## src/rtl/irq_sel_pkg.sv

```systemverilog
package irq_sel_pkg;
  typedef enum logic [1:0] {
    PRIV_U   = 2'b00,
    PRIV_S   = 2'b01,
    PRIV_RSV = 2'b10,
    PRIV_M   = 2'b11
  } priv_e;
endpackage

```

## src/rtl/irq_gate.sv

```systemverilog
module irq_gate #(
  parameter int N_IRQ = 32
) (
  input  logic [N_IRQ-1:0] pend_i,
  input  logic [N_IRQ-1:0] en_i,
  input  logic [N_IRQ-1:0] deleg_i,
  input  logic [1:0]       priv_i,
  input  logic             mie_i,
  input  logic             sie_i,
  output logic [N_IRQ-1:0] surv_o
);
  import irq_sel_pkg::*;

  logic m_open, s_open;
  logic [N_IRQ-1:0] cand;

  always_comb begin
    cand   = pend_i & en_i;
    // numeric compare: reserved code 2 sits between S and M
    m_open = (priv_i < PRIV_M) || ((priv_i == PRIV_M) && mie_i);
    s_open = (priv_i < PRIV_S) || ((priv_i == PRIV_S) && sie_i);
    surv_o = cand & ((~deleg_i & {N_IRQ{m_open}}) | (deleg_i & {N_IRQ{s_open}}));
  end
endmodule

```

## src/rtl/irq_pick.sv

```systemverilog
module irq_pick #(
  parameter int N_IRQ = 32,
  localparam int ID_W = $clog2(N_IRQ)
) (
  input  logic [N_IRQ-1:0] vec_i,
  output logic             take_o,
  output logic [ID_W-1:0]  id_o
);
  // scan downward so the lowest set bit is written last
  always_comb begin
    take_o = 1'b0;
    id_o   = '0;
    for (int i = N_IRQ - 1; i >= 0; i--) begin
      if (vec_i[i]) begin
        take_o = 1'b1;
        id_o   = ID_W'(i);
      end
    end
  end
endmodule

```

## src/rtl/irq_sel.sv

```systemverilog
module irq_sel #(
  parameter int N_IRQ   = 32,
  parameter bit REG_OUT = 1'b1,
  localparam int ID_W   = $clog2(N_IRQ)
) (
  input  logic             clk_i,
  input  logic             rst_ni,
  input  logic [N_IRQ-1:0] pend_i,
  input  logic [N_IRQ-1:0] en_i,
  input  logic [N_IRQ-1:0] deleg_i,
  input  logic [1:0]       priv_i,
  input  logic             mie_i,
  input  logic             sie_i,
  output logic             take_o,
  output logic [ID_W-1:0]  id_o
);
  import irq_sel_pkg::*;

  logic [N_IRQ-1:0] surv;
  logic             take_c;
  logic [ID_W-1:0]  id_c;

  irq_gate #(.N_IRQ(N_IRQ)) u_gate (
    .pend_i (pend_i),
    .en_i   (en_i),
    .deleg_i(deleg_i),
    .priv_i (priv_i),
    .mie_i  (mie_i),
    .sie_i  (sie_i),
    .surv_o (surv)
  );

  irq_pick #(.N_IRQ(N_IRQ)) u_pick (
    .vec_i (surv),
    .take_o(take_c),
    .id_o  (id_c)
  );

  generate
    if (REG_OUT) begin : g_reg
      always_ff @(posedge clk_i or negedge rst_ni) begin
        if (!rst_ni) begin
          take_o <= 1'b0;
          id_o   <= '0;
        end else begin
          take_o <= take_c;
          id_o   <= id_c;
        end
      end

      assert_reg_lag_R8: assert property (@(posedge clk_i) disable iff (!rst_ni)
        1'b1 |=> (take_o == $past(take_c)) && (id_o == $past(id_c)));
    end else begin : g_comb
      assign take_o = take_c;
      assign id_o   = id_c;
    end
  endgenerate

  assert_idle_zero_R7: assert property (@(posedge clk_i) disable iff (!rst_ni)
    !take_o |-> (id_o == '0));

  assert_win_enabled_R1: assert property (@(posedge clk_i) disable iff (!rst_ni)
    take_c |-> (pend_i[id_c] && en_i[id_c]));

  assert_lowest_wins_R6: assert property (@(posedge clk_i) disable iff (!rst_ni)
    take_c |-> ((surv & ((N_IRQ'(1) << id_c) - N_IRQ'(1))) == '0));

  assert_m_closed_R3: assert property (@(posedge clk_i) disable iff (!rst_ni)
    ((priv_i == PRIV_M) && !mie_i) |-> ((surv & ~deleg_i) == '0));

  assert_s_closed_R5: assert property (@(posedge clk_i) disable iff (!rst_ni)
    ((priv_i == PRIV_M) || ((priv_i == PRIV_S) && !sie_i)) |-> ((surv & deleg_i) == '0));
endmodule

```

## config.mk

```make
export PLATFORM = sky130hd
export DESIGN_NAME = irq_sel
export DESIGN_NICKNAME = d
export VERILOG_FILES = /design/src/rtl/irq_sel_pkg.sv /design/src/rtl/irq_gate.sv /design/src/rtl/irq_pick.sv /design/src/rtl/irq_sel.sv
export SDC_FILE = /design/constraint.sdc
export NUM_CORES = 1
export LEC_CHECK = 0
export ABC_AREA = 1
export BUFFER_PORTS_ARGS = -buffer_cell sky130_fd_sc_hd__buf_2
export CORE_MARGIN = 3
export CORE_UTILIZATION = 39
export CTS_CLUSTER_DIAMETER = 50
export DETAILED_ROUTE_END_ITERATION = 12
export PLACE_DENSITY = 0.87
export SETUP_SLACK_MARGIN = 0.2
export SYNTH_ARGS = -nofsm -noshare
export SYNTH_HDL_FRONTEND = slang
export SYNTH_SLANG_ARGS = --single-unit
```

## constraint.sdc

```tcl
create_clock -name clk_i -period 0.8 [get_ports clk_i]
set_input_delay 0.08 -clock clk_i [delete_from_list [all_inputs] [get_ports clk_i]]
set_output_delay 0.08 -clock clk_i [all_outputs]
set_load 0.01 [all_outputs]
```

==> reports/qor.txt <==
max_cap viols: 0
Worst EP arrival: 2.45 ns
final hold slack: 0.184 ns
failing checks: setup timing
TritonCTS clock tree: built
CP Buf/Inv Count: 3
Cell Pwr Density: 853 nW/um^2
drt drc: 0
Global Route Usage Sum: 22.8%
slew margin rel.: 78.9%
# fillers: 154
Mapped Cells: 178
first-pass GRT wire length: 6240 um
status: complete, but fails checks
Port Buf Inserts: 107
Routability Congestion: 0.758
post-route minimum period: 2.28 ns
Top FF cell, synth: dfrtp_1
ANT cells: 0
Area Growth Syn to Fin: 106%
die width: 58.5 um
critical path class: primary input to flip-flop
largest net degree at the start of global routing: 20
post-route setup slack: -1.48 ns
ANT nets after route: 0
syn avg cell area: 6.03 sq um
die area: 3420 sq um
sequential share of the synthesized area: 14.0%
top post-synthesis cells by area: nand2_1 31%, o2111ai_1 20%, dfrtp_1 14%
async set-reset flop share out of synthesis: 100%
Mapped Area: 1070 sq um
die height: 58.5 um
Hold Path Class: primary input to asynchronous set/reset pin
Worst Setup SP: sie_i
EDFF count, synth: 0
Nets: 427
Static Leakage: 1.22 nW
Pre-antenna DRT Iters: 5
crit-path most repeated cell: nand2_1
core box area: 2540 sq um
# rows: 18
initial antenna violation count: 0
DR vias: 1847
post-synthesis cell type count: 30
clk slew on worst S/H paths: 0.04 ns
share of layout cells above drive strength 1: 60.1%
Hold Vio Cnt, Final: 0
final setup vio count: 6
crit-path max cell delay: 0.12 ns
count leader, synth: nand2_1
Root Buffer: clkbuf_4
max-slew violation count: 0
CP max stage cell: buf_6
Critical Path Sink Type: flip-flop
post-synth top area share: 30.8%
syn_nets: 280
yosys warns: 0
Boundary Pins: 108
Top delay family on crit path: simple AND/OR/NAND/NOR gates
DR vias/cell: 5.23
startpoint types: primary input
Power Total: 1.89 mW
Peak VDD IR: 955 uV
Yosys reg bits: 6
Worst EP required: 0.96 ns
wire per inst: 13.7 um
Tcrit/Tclk final: 285%
Starting Density: 42.2%
Slew @ Worst Pin: 0.316 ns
cell accounting for the most synthesized area: nand2_1
Peak Freq: 438 MHz
top post-synthesis cells by count: 88 x nand2_1, 25 x o2111ai_1, 17 x nor2_1
DP HPWL: 3140 um
initial drt markers: 77
final wirelength: 4820 um
GRT Residual Overflow: 0
RSZ-0062 raised after global routing: yes
critical-path maximum fanout: 7
Multi-input gate area: 1020 sq um
Max Root-Sink Buffers: 2
number of global-route vias before repair: 1557
TritonCTS Buffers: 3
H-tree depth: 1
Reg area: 150 sq um
clock sink total: 6
placed cells by master (no fill, tap or decap):
cell type / n
nand3_1: 1
a21boi_1: 1
o21a_1: 1
buf_12: 1
inv_4: 1
inv_1: 5
clkbuf_4: 3
o2111ai_2: 7
a21oi_2: 2
inv_2: 6
and3_4: 1
o2111ai_1: 15
nor2_1: 10
nand2_4: 3
nand4_1: 1
nand4_4: 2
a31o_2: 1
dfrtp_1: 6
o31ai_1: 1
buf_6: 14
nor2_4: 4
a21boi_4: 1
nand3_2: 1
buf_2: 104
o2111ai_4: 4
nor3_2: 1
buf_4: 24
o211ai_2: 1
nand2_1: 83
nor2_2: 4
buf_8: 3
a31oi_1: 2
dlygate4sd3_1: 1
o211ai_1: 1
a21oi_1: 1
nand2_2: 6
power breakdown:
| part | internal [mW] | switching, mW |
|---|---|---|
| combinational | 0.636 | 0.641 |
| clock | 0.169 | 0.0965 |
| sequential | 0.340 | 0.00680 |
through the flow:
step	instances	setup WS [ns]	util [%]	setup TNS [ns]	cell area, sq um
6_report	353	-1.48	87.0	-6.36	2210
5_1_grt	353	-1.73	87.0	-7.14	2210
4_1_cts	346	-1.18	79.4	-4.95	2020
3_5_place_dp	340	-1.46	73.0	-7.34	1860
3_3_place_gp	340	-1.42	73.0	-7.24	1860
2_1_floorplan	178	-1.19	-	-4.44	1120
layer usage:
metal,track usage [%],wire length (um)
met5,0,0
met4,5.96,167
met3,1.54,305
met2,45.5,2680
met1,25.3,1670
sequential cells by signal, summed over array words and instances, names as in the netlist:
signal	cells
id_o	5
take_o	1
area by class of cell:
type                    count  share of cell area [%]
flip-flops and latches      6                    6.78
clock buffers               3                    1.02
inverters                  12                    2.15
repair buffers            147                    42.2
well taps                  30                    1.70
multi-input cells         155                    46.2
cell families (layout without fill, tap and decap cells):
| logic type | count (synthesis) | count (layout) | share of synthesized area (%) |
|---|---|---|---|
| flops | 6 | 6 | 14.0 |
| buf+inv | 17 | 162 | 7.69 |
| simple gates | 117 | 117 | 47.1 |
| compound gates | 38 | 38 | 31.2 |
worst paths after layout:
check | endpoint | cells after the start | slack, ns
max | id_o[0]$_DFF_PN0_ | 34 | -1.48
min | id_o[4]$_DFF_PN0_ | 2 | 0.18
max in group asynchronous | id_o[0]$_DFF_PN0_ | 2 | 0.48
min in group clk_i | id_o[0]$_DFF_PN0_ | 4 | 0.24
timing repair:
| action | in CTS | in global routing |
|---|---|---|
| hold endpoints to repair | 6 | 0 |
| hold buffers | 1 | 0 |
| setup buffers | 2 | 7 |
| gates resized for setup | 24 | 34 |
| pin swaps | 10 | 10 |
| endpoints found under the setup margin | 12 | 12 |
Note: power is estimated with default switching activity, not from simulation.
